### config.mk
export PLATFORM = sky130hd
export DESIGN_NAME = seg_xlat
export DESIGN_NICKNAME = d
export VERILOG_FILES = /design/src/rtl/seg_xlat_pkg.sv /design/src/rtl/seg_desc_reg.sv /design/src/rtl/seg_limit_chk.sv /design/src/rtl/seg_addr_add.sv /design/src/rtl/seg_xlat.sv
export SDC_FILE = /design/constraint.sdc
export NUM_CORES = 1
export LEC_CHECK = 0
export BUFFER_PORTS_ARGS = -buffer_cell sky130_fd_sc_hd__buf_2
export CAP_MARGIN = 20
export CORE_MARGIN = 2
export CORE_UTILIZATION = 49
export CTS_CLUSTER_SIZE = 24
export DETAILED_ROUTE_END_ITERATION = 8
export PLACE_DENSITY = 0.77
export SLEW_MARGIN = 20
export SYNTH_ARGS = -nofsm -noshare
export SYNTH_HDL_FRONTEND = slang
export SYNTH_HIERARCHICAL = 1
export SYNTH_SLANG_ARGS = --single-unit
### constraint.sdc
create_clock -name clk -period 2.3 [get_ports clk]
set_clock_uncertainty 0.15 [all_clocks]
set_input_delay 0.345 -clock clk [delete_from_list [all_inputs] [get_ports clk]]
set_output_delay 0.345 -clock clk [all_outputs]
set_load 0.005 [all_outputs]
### src/rtl/seg_xlat_pkg.sv
package seg_xlat_pkg;

    typedef enum logic {
        DIR_UP   = 1'b0,
        DIR_DOWN = 1'b1
    } seg_dir_e;

    typedef enum logic {
        RS_IDLE = 1'b0,
        RS_EMIT = 1'b1
    } rsp_state_e;

endpackage

### src/rtl/seg_desc_reg.sv
module seg_desc_reg
    import seg_xlat_pkg::*;
#(
    parameter int WIDTH = 16
) (
    input  logic             clk,
    input  logic             rst,
    input  logic             load,
    input  logic [WIDTH-1:0] new_base,
    input  logic [WIDTH-1:0] new_limit,
    input  logic             new_down,
    output logic [WIDTH-1:0] cur_base,
    output logic [WIDTH-1:0] cur_limit,
    output seg_dir_e         cur_dir
);

    // All three fields move together so a descriptor is never half-updated.
    always_ff @(posedge clk) begin
        if (rst) begin
            cur_base  <= '0;
            cur_limit <= '1;
            cur_dir   <= DIR_UP;
        end else if (load) begin
            cur_base  <= new_base;
            cur_limit <= new_limit;
            cur_dir   <= new_down ? DIR_DOWN : DIR_UP;
        end
    end

endmodule

### src/rtl/seg_limit_chk.sv
module seg_limit_chk
    import seg_xlat_pkg::*;
#(
    parameter int WIDTH = 16
) (
    input  logic [WIDTH-1:0] offset,
    input  logic [WIDTH-1:0] limit,
    input  seg_dir_e         dir,
    output logic             fault
);

    logic beyond;

    // One magnitude compare; the direction only picks its polarity.
    always_comb begin
        beyond = (offset > limit);
        unique case (dir)
            DIR_UP:   fault = beyond;
            DIR_DOWN: fault = !beyond;
            default:  fault = 1'b1;
        endcase
    end

endmodule

### src/rtl/seg_addr_add.sv
module seg_addr_add #(
    parameter int WIDTH = 16
) (
    input  logic [WIDTH-1:0] base,
    input  logic [WIDTH-1:0] offset,
    output logic [WIDTH-1:0] sum
);

    logic [WIDTH:0] full;

    // Carry bit is dropped: the wraparound is what places downward
    // segments below their base.
    always_comb begin
        full = {1'b0, base} + {1'b0, offset};
        sum  = full[WIDTH-1:0];
    end

endmodule

### src/rtl/seg_xlat.sv
module seg_xlat
    import seg_xlat_pkg::*;
#(
    parameter int WIDTH = 16
) (
    input  logic             clk,
    input  logic             rst,
    input  logic             desc_load,
    input  logic [WIDTH-1:0] desc_base,
    input  logic [WIDTH-1:0] desc_limit,
    input  logic             desc_down,
    input  logic             req_valid,
    input  logic [WIDTH-1:0] req_offset,
    output logic             rsp_valid,
    output logic [WIDTH-1:0] rsp_addr,
    output logic             rsp_fault
);

    logic [WIDTH-1:0] dsc_base;
    logic [WIDTH-1:0] dsc_limit;
    seg_dir_e         dsc_dir;
    logic [WIDTH-1:0] lin_sum;
    logic             lim_fault;
    rsp_state_e       state_q;
    rsp_state_e       state_d;

    seg_desc_reg #(.WIDTH(WIDTH)) u_desc (
        .clk       (clk),
        .rst       (rst),
        .load      (desc_load),
        .new_base  (desc_base),
        .new_limit (desc_limit),
        .new_down  (desc_down),
        .cur_base  (dsc_base),
        .cur_limit (dsc_limit),
        .cur_dir   (dsc_dir)
    );

    seg_addr_add #(.WIDTH(WIDTH)) u_add (
        .base   (dsc_base),
        .offset (req_offset),
        .sum    (lin_sum)
    );

    seg_limit_chk #(.WIDTH(WIDTH)) u_chk (
        .offset (req_offset),
        .limit  (dsc_limit),
        .dir    (dsc_dir),
        .fault  (lim_fault)
    );

    // Next-state logic of the result stage.
    always_comb begin
        unique case (state_q)
            RS_IDLE: state_d = req_valid ? RS_EMIT : RS_IDLE;  // IDLE_TO_EMIT
            RS_EMIT: state_d = req_valid ? RS_EMIT : RS_IDLE;  // EMIT_HOLD / EMIT_TO_IDLE
            default: state_d = RS_IDLE;
        endcase
    end

    always_ff @(posedge clk) begin
        if (rst) state_q <= RS_IDLE;
        else     state_q <= state_d;
    end

    // Result payload; a faulting access never exposes an address.
    always_ff @(posedge clk) begin
        if (rst) begin
            rsp_addr  <= '0;
            rsp_fault <= 1'b0;
        end else if (req_valid) begin
            rsp_addr  <= lim_fault ? '0 : lin_sum;
            rsp_fault <= lim_fault;
        end
    end

    assign rsp_valid = (state_q == RS_EMIT);

endmodule

---- After elaboration in Yosys (flattened, before gate mapping) ----
Index checks and enable logic that the tools add are counted.
word-level totals
  flip-flop bits (word level) ............. 51
  input bits .............................. 53
  output and inout port bits .............. 18
  word-level logic and storage cells ...... 14
cells by class
  add/subtract/negate cells ............... 1
  magnitude comparators ................... 1
  multiplexer cells ....................... 4
  bitwise operators ....................... 1
  reductions and logical operators ........ 1
operators with widths
  operator                            count
  adder 16 bit                        1
  > comparator 16 bit                 1
  two-way mux 16 bit                  1
  two-way mux 1 bit                   2
  one-hot mux 1 bit (2 select lines)  1
  zero test 1 bit                     1
  NOT 1 bit                           1

---- Logic depth before layout (Yosys ltp) ----
  depth after elaboration ................. 4
  depth in mapped cells ................... 10
  gate-level depth less buffers ........... 9

---- Modules after synthesis ----
Netlist, hierarchy kept.
by module, submodules not included
  module         times used  cells each  area each (sq um)  seq. area each (sq um)
  seg_desc_reg   1           108         1217.4             660.6
  seg_addr_add   1           98          724.4              0.0
  seg_xlat       1           75          710.7              360.3
  seg_limit_chk  1           59          424.2              0.0

---- Least setup slack after synthesis ----
OpenSTA, ideal clock, no wires.
  path kind ............................... input to register
  start ................................... input port req_offset[15]
  end ..................................... register rsp_addr[10]
  library setup time ...................... 0.120 ns
  data arrival time ....................... 2.142 ns
  required time ........................... 2.030 ns
  path slack .............................. -0.111 ns
  cell stages on the path ................. 9
  path buffers ............................ 1
  path through ............................ ha_1 -> nand4_2 -> nor4_1 -> a21boi_0 -> o41ai_2 -> xnor2_1 -> clkbuf_1 -> nand3b_1 -> a21oi_1
between the ends
  word-level cells in the longest chain between the ends .. 4
RTL lines
  item                                  line                 source
  from (decl)                           seg_xlat.sv:13       input logic [WIDTH-1:0] req_offset,
  > comparator 16 bit *                 seg_limit_chk.sv:16  beyond = (offset > limit);
  zero test 1 bit                       seg_limit_chk.sv:19  DIR_DOWN: fault = !beyond;
  one-hot mux 1 bit (2 select lines) *  seg_limit_chk.sv:17  unique case (dir)
  net lim_fault                         seg_xlat.sv:23       logic lim_fault;
  two-way mux 16 bit *                  seg_xlat.sv:72       rsp_addr <= lim_fault ? '0 : lin_sum;
  to (signal assigned)                  seg_xlat.sv:72
  to (decl)                             seg_xlat.sv:15       output logic [WIDTH-1:0] rsp_addr,
The timed path passes the listed nets; every way through them passes the cells marked *.
A chain may end at the register's enable or synchronous reset.

---- Final worst setup path ----
  start ................................... register u_desc.cur_base[0]
  end ..................................... register rsp_addr[14]
between the ends
  word-level cells in the longest chain between the ends .. 2
RTL lines
  item                    line                source
  from (decl)             seg_desc_reg.sv:12  output logic [WIDTH-1:0] cur_base,
  from (signal assigned)  seg_desc_reg.sv:24  cur_base <= new_base;
  adder 16 bit            seg_addr_add.sv:14  full = {1'b0, base} + {1'b0, offset};
  net lin_sum[14]         seg_xlat.sv:22      logic [WIDTH-1:0] lin_sum;
  two-way mux 16 bit      seg_xlat.sv:72
The timed path passes the listed nets, and every way through them passes these cells.

==> results_dict.tcl <==
set metrics [dict create \
    run_status "finished, violations left" \
    violations "setup timing" \
    placeableCoreArea_um2 5990 \
    syn_area_per_cell_um2 9.05 \
    start_kind "flip-flop" \
    synthCells 340 \
    yosysWarningCount 6 \
    worst_skew_pair.late_latency_ns 0.31 \
    tightest_slew_ns 0.530 \
    cts.sinks 51 \
    ctsLongestPathBuffers 2 \
    fin_ws_ns -0.0482 \
    crit_arrival_ns 2.44 \
    ys_ff_latch 51 \
    synth.area.top_cells "dfxtp_1 (33%), ha_1 (13%), a21oi_1 (6.3%), mux2i_1 (6.2%), a211o_1 (4.8%)" \
    area_growth_syn_to_layout_pct 28.6 \
    worstPathMaxFanout 3 \
    grt_overflow 0 \
    place.port_buffers 70 \
    antenna_found_initial 0 \
    syn_area_um2 3080 \
    io_pins 71 \
    syn-num-nets 425 \
    pwr_density_cell_nw_per_um2 562 \
    final_nets 523 \
    vias 2716 \
    grt_pass1_wl_um 11800 \
    slew_headroom_pct 64.3 \
    worstPathRequired_ns 2.39 \
    drc 0 \
    n_fill_cell 512 \
    firstDrtPassIters 4 \
    grt_max_degree 52 \
    crit_path_top_delay_cell "fa_2" \
    wire_per_inst_um 14.2 \
    clk_pin_slew_ns 0.09 \
    setup_violations 16 \
    die_area_um2 6930 \
    rows 28 \
    fin_cells 513 \
    finalCritPeriodShare_pct 102 \
    ir_worst_vdd_v 0.000316 \
    synth.distinct_cells 45 \
    async_flop_share_pct 0 \
    final-hold-violation-count 0 \
    grt.total_usage_pct 20.6 \
    synth_largest_area_cell "dfxtp_1" \
    drt.antenna.violating_nets 0 \
    crit_chain "ha_2, fa_2, a21o_4, a311oi_4, nor3b_1, a211oi_2, xnor2_1, nand3b_1, a21oi_1" \
    synth_edf_count 0 \
    maxCapViolations 0 \
    cts_buffers 5 \
    synth-seq-area-share_pct 33.2 \
    rsz0062_at_grt "yes" \
    path_class "reg -> reg" \
    synth_flop_cell "dfxtp_1" \
    cts_root_buffer "clkbuf_8" \
    max_freq_mhz 426 \
    dp_cells 506 \
    drive_gt1_share_pct 33.6 \
    dieWidth_um 83.2 \
    dp_hpwl_um 5380 \
    end_kind "flip-flop" \
    drt_wl_total_um 7310 \
    dr.first_iter.drc_count 143 \
    fin_crit_ns 2.35 \
    p_leak_nw 1.88 \
    critPathMaxStageDelay_ns 0.36 \
    gp_congestion 0.887 \
    grt_pass1_vias 2661 \
    hold_class "in -> reg" \
    vias_per_cell 5.29 \
    cts_hold_buf 0 \
    cts_tree "built" \
    ctsHtreeMaxLevel 2 \
    fin_tns_setup_ns -0.422 \
    start_util_pct 51.4 \
    final-max-slew-violation-count 0 \
    total_power_w 0.00222 \
    postCtsSetupBuffers 0 \
    dieHeight_um 83.2 \
    synth_top_cell_area_share_pct 33.2 \
    diodes 0 \
]
[timing repair]
action / in CTS / in global routing
pin swaps: 3 / 6
resized for setup: 9 / 16
endpoints found under the hold margin: 0 / 0
endpoints found under the setup margin: 17 / 17
[critical path: cells and delay by family, from the launching register on]
family | cells | cell delay (ns)
AND/OR/NAND/NOR | 2 | 0.23
AO/OA/AOI/OAI | 4 | 0.87
flip-flops | 1 | 0.33
XOR/XNOR | 1 | 0.15
adder cells (fa/ha/maj) | 2 | 0.55
[routing by layer]
metal | routed length, um | track usage, %
met1 | 3260 | 25.1
met2 | 3470 | 35.9
met3 | 431 | 4.17
met4 | 154 | 7.15
met5 | 0 | 0
[Yosys cell counts, types with 3 or more instances]
cell and number:
xnor2_1 11, a21oi_1 39, o21ai_0 11, o211ai_1 3, mux2i_1 19, nor2b_1 18
nand2b_1 16, nand3_1 4, clkbuf_1 4, nand3b_1 16, a211o_1 17, ha_1 31
inv_1 19, nand2_1 13, nor3_1 4, buf_2 5, xor2_1 5, dfxtp_1 51
nor2_1 22
[cell families (layout without fill, tap and decap cells)]
| logic type | Yosys count | in the layout | share of synthesized area, % |
|---|---|---|---|
| AND/OR/NAND/NOR | 105 | 105 | 19.2 |
| AO/OA/AOI/OAI | 83 | 83 | 17.7 |
| flip-flops | 51 | 51 | 33.2 |
| buffers and inverters | 34 | 132 | 5.90 |
| adder cells (fa/ha/maj) | 32 | 32 | 13.3 |
| multiplexers | 19 | 19 | 6.18 |
| XOR/XNOR | 16 | 16 | 4.55 |
[through the flow]
stage	utilization (%)	hold WS, ns	setup slack, ns	cell area (um2)
after floorplan	-	0.311	0.0162	3150
after global placement	62.9	0.303	-0.215	3770
after detailed placement	62.9	0.309	-0.304	3770
after CTS	65.6	0.0782	-0.118	3930
after global routing	66.0	0.0809	-0.150	3960
final	66.0	0.0888	-0.0482	3960
[registers in the layout, indices dropped and copies added, names as in the netlist]
name              cells
u_desc/cur_dir        1
rsp_addr             16
u_desc/cur_limit     16
rsp_fault             1
u_desc/cur_base      16
rsp_valid             1
[layout make-up]
class	instances	area (um2)	share of cell area [%]
Multi-Input combinational cell	255	2020	51.0
Sequential cell	51	1030	26.0
Timing Repair Buffer	106	637	16.1
Tap cell	75	93.8	2.37
Inverter	19	71.3	1.80
Clock buffer	5	68.8	1.74
Clock inverter	2	37.5	0.949
[power by group]
part / switching [W] / total, W / internal [W]
registers: 0.0000342 / 0.000985 / 0.000951
logic: 0.000309 / 0.000632 / 0.000323
clock network: 0.000290 / 0.000608 / 0.000318
[path summary, 6_finish.rpt]
kind | start | cells past startpoint | slack, ns | to
min reg2reg | rsp_addr[2] | 2 | 0.32 | rsp_addr[2]
max reg2reg | u_desc/cur_base[0] | 9 | -0.05 | rsp_addr[14]
min | desc_limit[1] | 2 | 0.09 | u_desc/cur_limit[1]
max | u_desc/cur_base[0] | 9 | -0.05 | rsp_addr[14]
[layout by cell type, fill, tap and decap left out, types with 3 or more instances in the layout]
cell type / netlist / final
nor2_1: 22 / 22
a211o_1: 17 / 17
nor3_1: 4 / 3
xnor2_1: 11 / 11
a21oi_1: 39 / 38
clkbuf_8: 0 / 5
nand2_1: 13 / 11
inv_1: 19 / 13
nand3_1: 4 / 4
nand3b_1: 16 / 16
dfxtp_2: 0 / 7
buf_4: 1 / 34
ha_1: 31 / 24
nor2b_1: 18 / 18
ha_4: 0 / 6
mux2i_1: 19 / 19
inv_2: 0 / 6
nand2b_1: 16 / 16
dfxtp_1: 51 / 44
o21ai_0: 11 / 10
o211ai_1: 3 / 3
xor2_1: 5 / 5
buf_2: 5 / 70
No activity file was read; power rests on OpenSTA's default activity.
